**src/rtl/cpl_order_pkg.sv**
```systemverilog
package cpl_order_pkg;
    // Source of the entry presented on the output
    typedef enum logic {
        SRC_WRITE = 1'b0,
        SRC_CPL   = 1'b1
    } src_e;
endpackage

```
**src/rtl/cpl_order_fifo.sv**
```systemverilog
module cpl_order_fifo #(
    parameter int W = 8,
    parameter int D = 4
) (
    input  logic         clk,
    input  logic         rst_n,
    input  logic         push,
    input  logic [W-1:0] din,
    input  logic         pop,
    output logic [W-1:0] dout,
    output logic         empty,
    output logic         full
);
    localparam int AW = (D > 1) ? $clog2(D) : 1;
    localparam int CW = $clog2(D + 1);

    typedef struct packed {
        logic [D-1:0][W-1:0] mem;
        logic [AW-1:0]       rd;
        logic [AW-1:0]       wr;
        logic [CW-1:0]       cnt;
    } fifo_st_t;

    fifo_st_t s_d, s_q;

    function automatic logic [AW-1:0] bump(input logic [AW-1:0] p);
        return (p == AW'(D - 1)) ? '0 : p + 1'b1;
    endfunction

    always_comb begin
        s_d = s_q;
        if (push) begin
            s_d.mem[s_q.wr] = din;
            s_d.wr          = bump(s_q.wr);
        end
        if (pop) begin
            s_d.rd = bump(s_q.rd);
        end
        s_d.cnt = s_q.cnt + CW'(push) - CW'(pop);
    end

    always_ff @(posedge clk) begin
        if (!rst_n) s_q <= '0;
        else        s_q <= s_d;
    end

    assign dout  = s_q.mem[s_q.rd];
    assign empty = (s_q.cnt == '0);
    assign full  = (s_q.cnt == CW'(D));

    // never written past its depth
    p_no_overflow_r10: assert property (@(posedge clk) disable iff (!rst_n)
        push |-> (s_q.cnt != CW'(D)));
    // never popped while empty
    p_no_underflow_r8: assert property (@(posedge clk) disable iff (!rst_n)
        pop |-> (s_q.cnt != '0));
endmodule

```
**src/rtl/cpl_order_gate.sv**
```systemverilog
module cpl_order_gate #(
    parameter int TAG_W = 3,
    parameter int SEQ_W = 4
) (
    input  logic                 cfg_relax_en,
    input  logic                 wr_empty,
    input  logic [SEQ_W-1:0]     wr_head_seq,
    input  logic                 cp_empty,
    input  logic [SEQ_W-1:0]     cp_wseq,
    input  logic [TAG_W-1:0]     cp_tag,
    input  logic                 cp_first,
    input  logic                 cp_ext,
    input  logic                 cp_ro,
    input  logic                 cp_prim,
    input  logic [(1<<TAG_W)-1:0] seen,
    output logic                 older_wr,
    output logic                 pass_ok,
    output logic                 cp_elig
);
    logic [SEQ_W-1:0] age_gap;
    logic             mode_relax;

    always_comb begin
        // write head is older when its sequence lies strictly behind the stamp
        age_gap    = cp_wseq - wr_head_seq;
        older_wr   = !wr_empty && (age_gap != '0) && !age_gap[SEQ_W-1];
        mode_relax = cp_ext ? cp_ro : cfg_relax_en;
        pass_ok    = cp_prim && mode_relax && !cp_first && seen[cp_tag];
        cp_elig    = !cp_empty && (!older_wr || pass_ok);
    end
endmodule

```
**src/rtl/cpl_order_arb.sv**
```systemverilog
module cpl_order_arb
    import cpl_order_pkg::*;
#(
    parameter int DATA_W   = 16,
    parameter int TAG_W    = 3,
    parameter int WR_DEPTH = 4,
    parameter int CP_DEPTH = 4
) (
    input  logic              clk,
    input  logic              rst_n,
    input  logic              cfg_relax_en,
    input  logic              wr_in_valid,
    output logic              wr_in_ready,
    input  logic [DATA_W-1:0] wr_in_data,
    input  logic              cp_in_valid,
    output logic              cp_in_ready,
    input  logic [DATA_W-1:0] cp_in_data,
    input  logic [TAG_W-1:0]  cp_in_tag,
    input  logic              cp_in_first,
    input  logic              cp_in_ext_mode,
    input  logic              cp_in_ro_attr,
    input  logic              cp_in_to_primary,
    output logic              out_valid,
    input  logic              out_ready,
    output logic              out_is_cpl,
    output logic [DATA_W-1:0] out_data,
    output logic [TAG_W-1:0]  out_tag
);
    localparam int SEQ_W = $clog2(WR_DEPTH) + 2;
    localparam int NTAGS = 1 << TAG_W;

    typedef struct packed {
        logic [DATA_W-1:0] data;
        logic [SEQ_W-1:0]  seq;
    } wr_ent_t;

    typedef struct packed {
        logic              prim;
        logic              ext;
        logic              ro;
        logic              first;
        logic [TAG_W-1:0]  tag;
        logic [DATA_W-1:0] data;
        logic [SEQ_W-1:0]  wseq;
    } cp_ent_t;

    typedef struct packed {
        logic             hold;
        src_e             sel;
        logic [NTAGS-1:0] seen;
        logic [SEQ_W-1:0] wr_seq;
    } arb_st_t;

    localparam int WR_W = $bits(wr_ent_t);
    localparam int CP_W = $bits(cp_ent_t);

    arb_st_t st_d, st_q;

    logic            wr_full, wr_empty, cp_full, cp_empty;
    logic            wr_push, cp_push, wr_pop, cp_pop;
    logic [WR_W-1:0] wr_dout;
    logic [CP_W-1:0] cp_dout;
    wr_ent_t         wr_new, wr_head;
    cp_ent_t         cp_new, cp_head;
    logic            older_wr, pass_ok, cp_elig;
    src_e            sel;
    logic            fire;

    assign wr_in_ready = !wr_full;
    assign cp_in_ready = !cp_full;
    assign wr_push     = wr_in_valid && !wr_full;
    assign cp_push     = cp_in_valid && !cp_full;

    always_comb begin
        wr_new.data = wr_in_data;
        wr_new.seq  = st_q.wr_seq;
        // stamp counts a same-cycle write as already ahead
        cp_new.wseq  = st_q.wr_seq + SEQ_W'(wr_push);
        cp_new.data  = cp_in_data;
        cp_new.tag   = cp_in_tag;
        cp_new.first = cp_in_first;
        cp_new.ro    = cp_in_ro_attr;
        cp_new.ext   = cp_in_ext_mode;
        cp_new.prim  = cp_in_to_primary;
        wr_head      = wr_ent_t'(wr_dout);
        cp_head      = cp_ent_t'(cp_dout);
    end

    cpl_order_fifo #(.W(WR_W), .D(WR_DEPTH)) u_wr_q (
        .clk(clk), .rst_n(rst_n), .push(wr_push), .din(wr_new),
        .pop(wr_pop), .dout(wr_dout), .empty(wr_empty), .full(wr_full));

    cpl_order_fifo #(.W(CP_W), .D(CP_DEPTH)) u_cp_q (
        .clk(clk), .rst_n(rst_n), .push(cp_push), .din(cp_new),
        .pop(cp_pop), .dout(cp_dout), .empty(cp_empty), .full(cp_full));

    cpl_order_gate #(.TAG_W(TAG_W), .SEQ_W(SEQ_W)) u_gate (
        .cfg_relax_en(cfg_relax_en), .wr_empty(wr_empty), .wr_head_seq(wr_head.seq),
        .cp_empty(cp_empty), .cp_wseq(cp_head.wseq), .cp_tag(cp_head.tag),
        .cp_first(cp_head.first), .cp_ext(cp_head.ext), .cp_ro(cp_head.ro),
        .cp_prim(cp_head.prim), .seen(st_q.seen),
        .older_wr(older_wr), .pass_ok(pass_ok), .cp_elig(cp_elig));

    always_comb begin
        st_d = st_q;
        if (st_q.hold) sel = st_q.sel;
        else           sel = cp_elig ? SRC_CPL : SRC_WRITE;
        out_valid  = st_q.hold || cp_elig || !wr_empty;
        out_is_cpl = (sel == SRC_CPL);
        out_data   = out_is_cpl ? cp_head.data : wr_head.data;
        out_tag    = out_is_cpl ? cp_head.tag : '0;
        fire       = out_valid && out_ready;
        wr_pop     = fire && (sel == SRC_WRITE);
        cp_pop     = fire && (sel == SRC_CPL);

        st_d.hold   = out_valid && !out_ready;
        st_d.sel    = sel;
        st_d.wr_seq = st_q.wr_seq + SEQ_W'(wr_push);
        if (cp_pop && cp_head.first) st_d.seen[cp_head.tag] = 1'b1;
    end

    always_ff @(posedge clk) begin
        if (!rst_n) st_q <= '0;
        else        st_q <= st_d;
    end

    // presented entry frozen while stalled
    p_hold_stable_r9: assert property (@(posedge clk) disable iff (!rst_n)
        (out_valid && !out_ready) |=> (out_valid && $stable(out_is_cpl)
                                       && $stable(out_data) && $stable(out_tag)));
    // a completion behind older writes leaves only when passing is allowed
    p_strict_block_r2: assert property (@(posedge clk) disable iff (!rst_n)
        (out_valid && out_is_cpl && !pass_ok) |-> !older_wr);
    // a first completion never overtakes an older write
    p_first_waits_r4: assert property (@(posedge clk) disable iff (!rst_n)
        (out_valid && out_is_cpl && older_wr) |-> !cp_head.first);
    // a write is not chosen freshly while the completion head may issue
    p_cpl_priority_r7: assert property (@(posedge clk) disable iff (!rst_n)
        (out_valid && !out_is_cpl && !st_q.hold) |-> !cp_elig);
endmodule

```
**config.mk**
```make
export PLATFORM = sky130hd
export DESIGN_NAME = cpl_order_arb
export DESIGN_NICKNAME = d
export VERILOG_FILES = /design/src/rtl/cpl_order_pkg.sv /design/src/rtl/cpl_order_fifo.sv /design/src/rtl/cpl_order_gate.sv /design/src/rtl/cpl_order_arb.sv
export SDC_FILE = /design/constraint.sdc
export NUM_CORES = 1
export LEC_CHECK = 0
export BUFFER_PORTS_ARGS = -buffer_cell sky130_fd_sc_hd__clkbuf_2
export CAP_MARGIN = 20
export CORE_AREA = 4 4 142 144
export DETAILED_ROUTE_END_ITERATION = 16
export DIE_AREA = 0 0 146 148
export GPL_TIMING_DRIVEN = 0
export MAX_ROUTING_LAYER = met4
export PLACE_DENSITY_LB_ADDON = 0.15
export SETUP_SLACK_MARGIN = 0.3
export SLEW_MARGIN = 20
export SYNTH_ARGS = -nofsm -noshare
export SYNTH_HDL_FRONTEND = slang
export SYNTH_SLANG_ARGS = --single-unit
```
**constraint.sdc**
```tcl
create_clock -name clk -period 5.9 [get_ports clk]
set_input_delay 0.59 -clock clk [delete_from_list [all_inputs] [get_ports clk]]
set_output_delay 0.59 -clock clk [all_outputs]
set_load 0.02 [all_outputs]
```
==> qor.csv <==
metric;value;unit
finalClockSkew;0.0154;ns
cap_violations;0;
overflow;0;
ys_ff_latch;216;
die_h;148;µm
final_cell_mix;387 x nand2_1, 216 x dfxtp_1, 183 x a21oi_1;
path_class;reg -> out;
design_area;10700;µm²
slowest_delay;0.62;ns
io_pins;68;
max-slew-margin-rel;38.1;%
placed_cell_area;9960;µm²
die_width;146;µm
worst-endpoint-required;5.31;ns
cp.arrival;4.63;ns
clk_pin_slew;0.06;ns
end_kind;output pin;
routedWlPerCell;18.4;µm
start_util;49.9;%
final_common_cell;nand2_1;
nets;1228;
synthesis.area;9340;µm²
clk_latency;0.51;ns
routed-via-count;7810;
yosysUniqueCellTypes;41;
vdd_drop_max;0.000238;V
period_share;88.5;%
grt_pass1_wl;41.4;mm
p_per_area;400;nW/µm²
clockBufferDepth;3;
drt-initial-drc-count;557;
dp_hpwl;17.8;mm
tns;0;ns
cts_buffers;24;
grt_pass1_vias;7361;
start_kind;register;
place_congestion;0.813;
rsz0062_at_grt;false;
status;finished clean;
synthToLayoutAreaGrowth;14.6;%
yosysSeqAreaShare;46.3;%
final-setup-viol-count;0;
ctsRootBufferMaster;clkbuf_16;
drive_gt1_share;14.6;%
avgSynthCellArea;8.72;µm²
path_max_fanout;10;
cts_tree;done;
antenna_found_initial;0;
syn_nets;1137;
drv_slew;0;
min_period;5.22;ns
min_path_type;in -> reg;
path_cells;buf_2, clkbuf_1, mux4_2, ha_1, a21o_1, a21oi_1, xnor3_1, o311a_1, a31oi_1, buf_2, mux2_2, clkbuf_2;
crit_slowest_cell;clkbuf_1;
yosys_warnings;0;
h-tree-depth;1;
drtAntennaViolNets;0;
num_antenna_cells;0;
track_usage;24.6;%
fmax;192;MHz
die_area;21600;µm²
crit_path_frequent_cell;buf_2;
first_pass_iters;5;
hold_viol;0;
worst_pin_slew;0.928;ns
drc;0;
grt_max_degree;13;
clock-sinks;216;
cts_setup_buffers;0;
netlist_instances;1071;
power_leakage;3.87;nW
wl;25.9;mm
port_buffers;66;
rows;50;
vias_per_cell;5.55;
core;18700;µm²
==> metal layers <==
metal  track usage [%]  share of wire, %
met4              6.16               2.1
met1              33.6                44
met3              3.40               6.5
met2              39.0                47
met5                 -                 0
==> synth_stat cells <==
cell type | instances | area, µm²
o211a_1 | 2 | 20.0
xnor3_1 | 1 | 22.5
a21oi_1 | 183 | 916
ha_1 | 18 | 225
or3_1 | 5 | 31.3
nor2_1 | 20 | 75.1
nor4b_1 | 1 | 8.76
nand2b_1 | 2 | 12.5
mux2i_1 | 11 | 110
buf_6 | 1 | 11.3
nand4_1 | 1 | 6.26
a22oi_1 | 1 | 7.51
or2_1 | 1 | 6.26
fa_1 | 3 | 60.1
nand3_1 | 7 | 35.0
mux2_2 | 17 | 191
a211oi_1 | 8 | 60.1
buf_2 | 3 | 15.0
o311a_1 | 1 | 10.0
o21ai_0 | 4 | 20.0
clkbuf_1 | 66 | 248
buf_4 | 2 | 15.0
o211ai_1 | 1 | 7.51
and3_1 | 9 | 56.3
a22o_1 | 2 | 17.5
xor2_1 | 3 | 26.3
a21o_1 | 1 | 7.51
a31oi_1 | 2 | 12.5
dfxtp_1 | 216 | 4320
a2bb2oi_1 | 1 | 8.76
buf_1 | 4 | 15.0
nor4_1 | 1 | 6.26
nand2_1 | 387 | 1450
nor3_1 | 1 | 5.00
and2_1 | 10 | 62.6
mux4_2 | 47 | 1060
xnor2_1 | 5 | 43.8
inv_1 | 16 | 60.1
nor3b_1 | 2 | 15.0
nor2b_1 | 3 | 18.8
o41ai_2 | 2 | 32.5
==> final timing paths <==
| path | from | end | slack [ns] | cells past startpoint |
|---|---|---|---|---|
| max reg2reg | u_cp_q.s_q[6] | u_wr_q.s_q[2] | 1.18 | 18 |
| min reg2reg | u_cp_q.s_q[99] | u_cp_q.s_q[99] | 0.45 | 2 |
| max | u_cp_q.s_q[6] | out_data[12] | 0.68 | 12 |
| min | out_ready | st_q[13] | 0.31 | 2 |
==> state kept, by name, summed over array words and instances, names as in the netlist <==
register / count
u_cp_q.s_q: 115
u_wr_q.s_q: 87
st_q: 14
==> area by class of cell <==
cell class / count / area (µm²)
clock buffer: 31 / 668
timing repair buffer: 66 / 330
fill: 1721 / 8000
inverter: 16 / 60.1
multi-input combinational: 763 / 4650
clock inverter: 5 / 75.1
sequential: 216 / 4320
buffer: 75 / 302
tap: 234 / 293
==> stage by stage <==
stage | hold slack [ns] | instances | util, % | setup slack (ns) | power [mW]
final | 0.311 | 1406 | 57.2 | 0.678 | 4.28
after global routing | 0.310 | 1406 | 57.2 | 0.478 | 4.49
after CTS | 0.296 | 1407 | 57.2 | 0.335 | 4.31
after detailed placement | 0.443 | 1371 | 53.3 | 0.832 | 2.86
after global placement | 0.437 | 1371 | 53.3 | 0.845 | 2.85
after floorplan | 0.420 | 1071 | - | 1.49 | 2.51
==> logic make-up (layout without fill, tap and decap cells) <==
logic type / after synthesis / in the layout / share of synthesized area (%)
xor gates and xnor gates: 9 / 9 / 0.992
adders and majority gates: 21 / 21 / 3.06
and+or+nand+nor: 450 / 450 / 19.2
muxes: 75 / 75 / 14.6
AOI/OAI and AO/OA: 208 / 208 / 12.0
buffers and inverters: 92 / 193 / 3.90
DFF: 216 / 216 / 46.3
==> worst max-delay path: cells and delay by family, from the launching register on <==
family | cells | cell delay, ns
compound gates | 4 | 0.84
xor+xnor | 1 | 0.34
mux | 2 | 0.85
flops | 1 | 0.33
fa+ha+maj | 1 | 0.31
buf+inv | 4 | 1.44
==> where the power goes <==
group          switching, mW  internal [mW]  leakage, nW
combinational          0.706          0.470         1.75
sequential            0.0774           1.58         1.75
clock                  0.573          0.873        0.367
==> what timing repair did <==
| item | 4_1_cts | 5_1_grt |
|---|---|---|
| resized for setup | 0 | 2 |
| hold buffers | 0 | 0 |
| endpoints found under the setup margin | 0 | 18 |
No activity file was read; power rests on OpenSTA's default activity.
